File: src/rtl/fst_pkg.sv
package fst_pkg;
  localparam int NUM_STAGES = 4;
  localparam int STAT_W     = 3;

  typedef enum logic [STAT_W-1:0] {
    ST_RUNNING     = 3'd0,
    ST_IDLE        = 3'd1,
    ST_SQUASHING   = 3'd2,
    ST_BLOCKED     = 3'd3,
    ST_WAIT_RETRY  = 3'd4,
    ST_WAIT_RESP   = 3'd5,
    ST_ACCESS_DONE = 3'd6
  } fetch_status_e;

  // Per-thread strobes from control to the flag datapath
  typedef struct packed {
    logic [NUM_STAGES-1:0] setMask;
    logic [NUM_STAGES-1:0] clrMask;
  } flag_strobe_t;
endpackage

File: src/rtl/fst_stall_flags.sv
module fst_stall_flags
  import fst_pkg::*;
#(
  parameter int NUM_THREADS = 4
) (
  input  logic                   clk,
  input  logic                   rst,
  input  flag_strobe_t           strobes [NUM_THREADS],
  output logic [NUM_THREADS-1:0] stallAny,
  output logic [NUM_THREADS-1:0] flagSet
);
  for (genvar t = 0; t < NUM_THREADS; t++) begin : g_thr
    logic [NUM_STAGES-1:0] flagQ;
    logic [NUM_STAGES-1:0] flagNext;

    // set wins over clear
    assign flagNext    = (flagQ & ~strobes[t].clrMask) | strobes[t].setMask;
    assign stallAny[t] = |flagNext;
    assign flagSet[t]  = |flagQ;

    always_ff @(posedge clk) begin
      if (rst) flagQ <= '0;
      else     flagQ <= flagNext;
    end
  end
endmodule

File: src/rtl/fst_status_ctrl.sv
module fst_status_ctrl
  import fst_pkg::*;
#(
  parameter int NUM_THREADS = 4,
  localparam int FLAG_W = NUM_THREADS * NUM_STAGES,
  localparam int STS_W  = NUM_THREADS * STAT_W
) (
  input  logic                   clk,
  input  logic                   rst,
  input  logic [FLAG_W-1:0]      stageBlock,
  input  logic [FLAG_W-1:0]      stageUnblock,
  input  logic [NUM_THREADS-1:0] commitSquash,
  input  logic [NUM_THREADS-1:0] robSquashing,
  input  logic [NUM_THREADS-1:0] decodeSquash,
  input  logic                   ctxSwitch,
  input  logic [STS_W-1:0]       curStatus,
  input  logic [NUM_THREADS-1:0] stallAny,
  input  logic [NUM_THREADS-1:0] flagSet,
  output flag_strobe_t           strobes [NUM_THREADS],
  output logic [STS_W-1:0]       nextStatus,
  output logic [NUM_THREADS-1:0] statusChanged,
  output logic [NUM_THREADS-1:0] protoErr,
  output logic                   stageActivate,
  output logic                   stageDeactivate
);
  logic activeQ;
  logic busyNext;

  for (genvar t = 0; t < NUM_THREADS; t++) begin : g_strb
    logic [NUM_STAGES-1:0] blk;
    logic [NUM_STAGES-1:0] ublk;
    assign blk  = stageBlock[t*NUM_STAGES +: NUM_STAGES];
    assign ublk = stageUnblock[t*NUM_STAGES +: NUM_STAGES];
    assign strobes[t].setMask = blk;
    assign strobes[t].clrMask = ublk & ~blk;
  end

  // protocol check needs per-stage flag view: rebuilt from strobes history
  logic [NUM_STAGES-1:0] shadowQ [NUM_THREADS];
  for (genvar t = 0; t < NUM_THREADS; t++) begin : g_err
    logic [NUM_STAGES-1:0] ublk;
    assign ublk        = stageUnblock[t*NUM_STAGES +: NUM_STAGES];
    assign protoErr[t] = |(ublk & (~shadowQ[t] | strobes[t].setMask));
    always_ff @(posedge clk) begin
      if (rst) shadowQ[t] <= '0;
      else     shadowQ[t] <= (shadowQ[t] & ~strobes[t].clrMask) | strobes[t].setMask;
    end
  end

  always_comb begin
    fetch_status_e cur;
    fetch_status_e nxt;
    logic          chg;
    busyNext = 1'b0;
    nextStatus    = '0;
    statusChanged = '0;
    for (int t = 0; t < NUM_THREADS; t++) begin
      cur = fetch_status_e'(curStatus[t*STAT_W +: STAT_W]);
      nxt = cur;
      chg = 1'b0;
      if (rst) begin
        nxt = ST_RUNNING;
      end else if (commitSquash[t] || robSquashing[t]) begin
        nxt = ST_SQUASHING;
        chg = 1'b1;
      end else if (decodeSquash[t] && cur != ST_SQUASHING) begin
        nxt = ST_SQUASHING;
        chg = 1'b1;
      end else if ((ctxSwitch || stallAny[t]) && cur != ST_WAIT_RESP) begin
        nxt = ST_BLOCKED;
        chg = 1'b1;
      end else if (cur == ST_BLOCKED || cur == ST_SQUASHING) begin
        nxt = ST_RUNNING;
        chg = 1'b1;
      end
      nextStatus[t*STAT_W +: STAT_W] = nxt;
      statusChanged[t] = chg;
      if (nxt == ST_RUNNING || nxt == ST_SQUASHING || nxt == ST_ACCESS_DONE)
        busyNext = 1'b1;
    end
  end

  always_ff @(posedge clk) begin
    if (rst) begin
      activeQ         <= 1'b1;
      stageActivate   <= 1'b0;
      stageDeactivate <= 1'b0;
    end else begin
      activeQ         <= busyNext;
      stageActivate   <= busyNext & ~activeQ;
      stageDeactivate <= ~busyNext & activeQ;
    end
  end

  logic unusedFlagSet;
  assign unusedFlagSet = ^flagSet;
endmodule

File: src/rtl/fetch_stall_tracker.sv
module fetch_stall_tracker
  import fst_pkg::*;
#(
  parameter int NUM_THREADS = 4,
  localparam int FLAG_W = NUM_THREADS * NUM_STAGES,
  localparam int STS_W  = NUM_THREADS * STAT_W
) (
  input  logic                   clk,
  input  logic                   rst,
  input  logic [FLAG_W-1:0]      stageBlock,
  input  logic [FLAG_W-1:0]      stageUnblock,
  input  logic [NUM_THREADS-1:0] commitSquash,
  input  logic [NUM_THREADS-1:0] robSquashing,
  input  logic [NUM_THREADS-1:0] decodeSquash,
  input  logic                   ctxSwitch,
  input  logic [STS_W-1:0]       curStatus,
  output logic [STS_W-1:0]       nextStatus,
  output logic [NUM_THREADS-1:0] statusChanged,
  output logic [NUM_THREADS-1:0] protoErr,
  output logic                   stageActivate,
  output logic                   stageDeactivate
);
  flag_strobe_t           strobes [NUM_THREADS];
  logic [NUM_THREADS-1:0] stallAny;
  logic [NUM_THREADS-1:0] flagSet;

  fst_stall_flags #(.NUM_THREADS(NUM_THREADS)) u_flags (
    .clk      (clk),
    .rst      (rst),
    .strobes  (strobes),
    .stallAny (stallAny),
    .flagSet  (flagSet)
  );

  fst_status_ctrl #(.NUM_THREADS(NUM_THREADS)) u_ctrl (
    .clk             (clk),
    .rst             (rst),
    .stageBlock      (stageBlock),
    .stageUnblock    (stageUnblock),
    .commitSquash    (commitSquash),
    .robSquashing    (robSquashing),
    .decodeSquash    (decodeSquash),
    .ctxSwitch       (ctxSwitch),
    .curStatus       (curStatus),
    .stallAny        (stallAny),
    .flagSet         (flagSet),
    .strobes         (strobes),
    .nextStatus      (nextStatus),
    .statusChanged   (statusChanged),
    .protoErr        (protoErr),
    .stageActivate   (stageActivate),
    .stageDeactivate (stageDeactivate)
  );
endmodule

File: config.mk
export PLATFORM = sky130hd
export DESIGN_NAME = fetch_stall_tracker
export DESIGN_NICKNAME = d
export VERILOG_FILES = /design/src/rtl/fst_pkg.sv /design/src/rtl/fst_stall_flags.sv /design/src/rtl/fst_status_ctrl.sv /design/src/rtl/fetch_stall_tracker.sv
export SDC_FILE = /design/constraint.sdc
export NUM_CORES = 1
export LEC_CHECK = 0
export ABC_AREA = 1
export CAP_MARGIN = 20
export CORE_MARGIN = 4
export CORE_UTILIZATION = 40
export CTS_CLUSTER_DIAMETER = 120
export CTS_CLUSTER_SIZE = 12
export DETAILED_ROUTE_END_ITERATION = 8
export GPL_TIMING_DRIVEN = 0
export PLACE_DENSITY = 0.76
export SYNTH_ARGS = -nofsm -noshare
export SYNTH_HDL_FRONTEND = slang
export SYNTH_SLANG_ARGS = --single-unit
export TNS_END_PERCENT = 1
File: constraint.sdc
create_clock -name clk -period 1.3 [get_ports clk]
set_input_delay 0.26 -clock clk [delete_from_list [all_inputs] [get_ports clk]]
set_output_delay 0.26 -clock clk [all_outputs]
set_load 0.005 [all_outputs]
==> results_dict.tcl <==
set metrics [dict create \
    syn_to_final_growth_pct 70.1 \
    synthesis.area_um2 1920 \
    n_antenna_cell 0 \
    place_congestion 0.836 \
    clk_latency_ns 0.29 \
    initial_core_util 0.426 \
    status "finished with violations" \
    drc 0 \
    hold_violations 0 \
    cts_num_sinks 35 \
    start_kind "flip-flop" \
    fin_crit_sh 1.30 \
    top_layer "met4" \
    mostFrequentLayoutCells "49 x dlygate4sd2_1, 44 x nand2_1, 44 x a21oi_1" \
    finalSetupViolCount 24 \
    antenna_found_initial 0 \
    vias 2324 \
    crit_path_start "u_flags.g_thr[0].flagQ[3]$_SDFF_PP0_" \
    cts_max_path_buffers 2 \
    slew_headroom 0.593 \
    final.setup.tns_ns -6.91 \
    failed_checks "negative setup slack" \
    netlist_top_cells_area "dfxtp_1 36%, a21oi_1 15%, nand2_1 13%" \
    drtPass1Iterations 4 \
    period_needed_ns 1.70 \
    finalMaxSlewViolations 0 \
    critical_path_class "flip-flop to flip-flop" \
    worstReg2RegEnd "u_flags.g_thr[0].flagQ[3]$_SDFF_PP0_" \
    rows 24 \
    drt_iter0_markers 166 \
    num_io_pins 81 \
    io_buffers 79 \
    skew_ns 0.00494 \
    wirelength_mm 6.47 \
    synthCells 289 \
    syn_area_per_cell_um2 6.65 \
    p_leak_nw 1.66 \
    clockRootBuffer "clkbuf_8" \
    worst-r2r-setup-slack_ns -0.40 \
    via_per_inst 4.92 \
    crit_fanout 2 \
    grt_pass1_wl_mm 10.3 \
    syn-num-nets 348 \
    required_ns 1.52 \
    p_per_area_nw_per_um2 819 \
    overflow 0 \
    timing.rr.start "u_flags.g_thr[0].flagQ[3]$_SDFF_PP0_" \
    dp_hpwl_mm 4.06 \
    cts_tree "built" \
    synth_top_area_share 0.365 \
    vdd_drop_max_mv 0.657 \
    grt_pass1_vias 2327 \
    dr_wl_met3_um 389 \
    ys_warn_count 0 \
    final_common_cell "dlygate4sd2_1" \
    place_area_um2 2780 \
    synthDistinctLibCells 22 \
    route.met2.wl_mm 3.17 \
    endpoint "u_flags.g_thr[0].flagQ[3]$_SDFF_PP0_" \
    ff2ff_path_depth 11 \
    setup_ws_ns -0.395 \
    die_w_um 77.3 \
    stdcell_area_um2 3270 \
    grt_max_degree 13 \
    maxCapViolCount 0 \
    drive_gt1_frac 0.479 \
    clk_pin_slew_ns 0.07 \
    ant_nets 0 \
    ys_seq_elements 35 \
    dieArea_um2 5970 \
    timing.fmax_mhz 590 \
    h-tree-depth 2 \
    tightest_slew_ns 0.610 \
    ys_seq_area_frac 0.365 \
    min_path_type "primary input to flip-flop" \
    wirelength_met1_mm 2.75 \
    cts_buffers 5 \
    die_y_um 77.3 \
    coreArea_um2 4500 \
    rsz0062_at_grt "true" \
    fin_nets 478 \
    synth_largest_area_cell "dfxtp_1" \
    worstSetupEndpointType "flip-flop" \
    grt_usage 0.211 \
    arrival_ns 1.91 \
    wl_per_cell_um 13.7 \
]
state kept, by name, indices dropped and copies added (netlist names):
signal and count:
u_flags.g_thr.flagQ 16, u_ctrl.stageActivate 1, u_ctrl.activeQ 1, u_ctrl.shadowQ 16, u_ctrl.stageDeactivate 1
layout make-up:
class / instances / area [um^2]
timing repair buffer: 123 / 981
multi-input combinational: 193 / 1180
inverter: 56 / 210
sequential: 35 / 716
clock buffer: 6 / 82.6
buffer: 5 / 20.0
fill: 358 / 1240
clock inverter: 2 / 16.3
tap: 52 / 65.1
through the flow:
| stage | worst slack [ns] | hold WS [ns] | util | power (mW) | instances |
|---|---|---|---|---|---|
| 2_1_floorplan | 0.134 | 0.417 | - | 1.43 | 289 |
| 3_3_place_gp | -0.839 | 0.436 | 0.616 | 1.73 | 420 |
| 3_5_place_dp | -0.811 | 0.442 | 0.616 | 1.74 | 420 |
| 4_1_cts | -0.332 | 0.347 | 0.713 | 2.64 | 472 |
| 5_1_grt | -0.455 | 0.375 | 0.725 | 2.80 | 472 |
| 6_report | -0.395 | 0.350 | 0.725 | 2.68 | 472 |
logic make-up (layout without fill, tap and decap cells):
group                  after synthesis  after routing  share of synthesized area
AOI/OAI and AO/OA                   62             62                      0.173
buffers and inverters               61            192                      0.120
DFF                                 35             35                      0.365
and+or+nand+nor                    131            131                      0.342
Yosys cell counts:
| cell | n |
|---|---|
| o21ai_2 | 2 |
| buf_1 | 4 |
| or4_1 | 4 |
| nand3_1 | 13 |
| nand3b_1 | 2 |
| nand2_4 | 2 |
| inv_1 | 23 |
| dfxtp_1 | 35 |
| inv_2 | 33 |
| nor3_2 | 1 |
| nor2_8 | 1 |
| a21oi_1 | 56 |
| nand2_1 | 66 |
| a41oi_1 | 4 |
| buf_2 | 1 |
| nand2_2 | 15 |
| and2_1 | 1 |
| nand3_2 | 1 |
| nand4_1 | 3 |
| nor2_2 | 11 |
| nor2_1 | 10 |
| nor2_4 | 1 |
layer usage:
| layer | vias up | track usage |
|---|---|---|
| met5 | - | 0 |
| met4 | 0 | 0.0747 |
| met3 | 15 | 0.0492 |
| met2 | 93 | 0.363 |
| met1 | 1039 | 0.254 |
| li1 | 1177 | - |
repair_timing:
action,4_1_cts,5_1_grt
pin swaps,44,14
gates resized for setup,180,22
buffers inserted,44,0
endpoints found under the setup margin,25,24
hold buffers,0,0
how the worst min path moves through the flow:
stage,startpoint,end,depth (start not counted)
floorplan,stageBlock[0],u_ctrl.shadowQ[0][0]$_SDFF_PP0_,2
global placement,u_ctrl.activeQ$_SDFF_PP1_,u_ctrl.stageDeactivate$_SDFF_PP0_,2
detailed placement,u_ctrl.activeQ$_SDFF_PP1_,u_ctrl.stageDeactivate$_SDFF_PP0_,2
CTS,stageUnblock[10],u_ctrl.shadowQ[1][2]$_SDFF_PP0_,4
global route,stageUnblock[1],u_ctrl.shadowQ[0][1]$_SDFF_PP0_,4
finish,stageUnblock[10],u_ctrl.shadowQ[1][2]$_SDFF_PP0_,4
worst max-delay path: stages, from the launching register on:
cell and delay (ns):
dfxtp_2 0.34, nand2_2 0.07, buf_4 0.14, buf_4 0.12
buf_4 0.12, buf_4 0.12, buf_4 0.12, buf_4 0.12
buf_4 0.12, buf_4 0.12, buf_4 0.13, a21oi_2 0.12
power by group:
| group | total, mW | internal (mW) | leakage (nW) | switching, mW |
|---|---|---|---|---|
| Combinational | 0.647 | 0.314 | 1.32 | 0.333 |
| Clock | 0.853 | 0.432 | 0.0474 | 0.421 |
| Sequential | 1.18 | 1.14 | 0.294 | 0.0335 |
(Power assumes the default switching activity.)
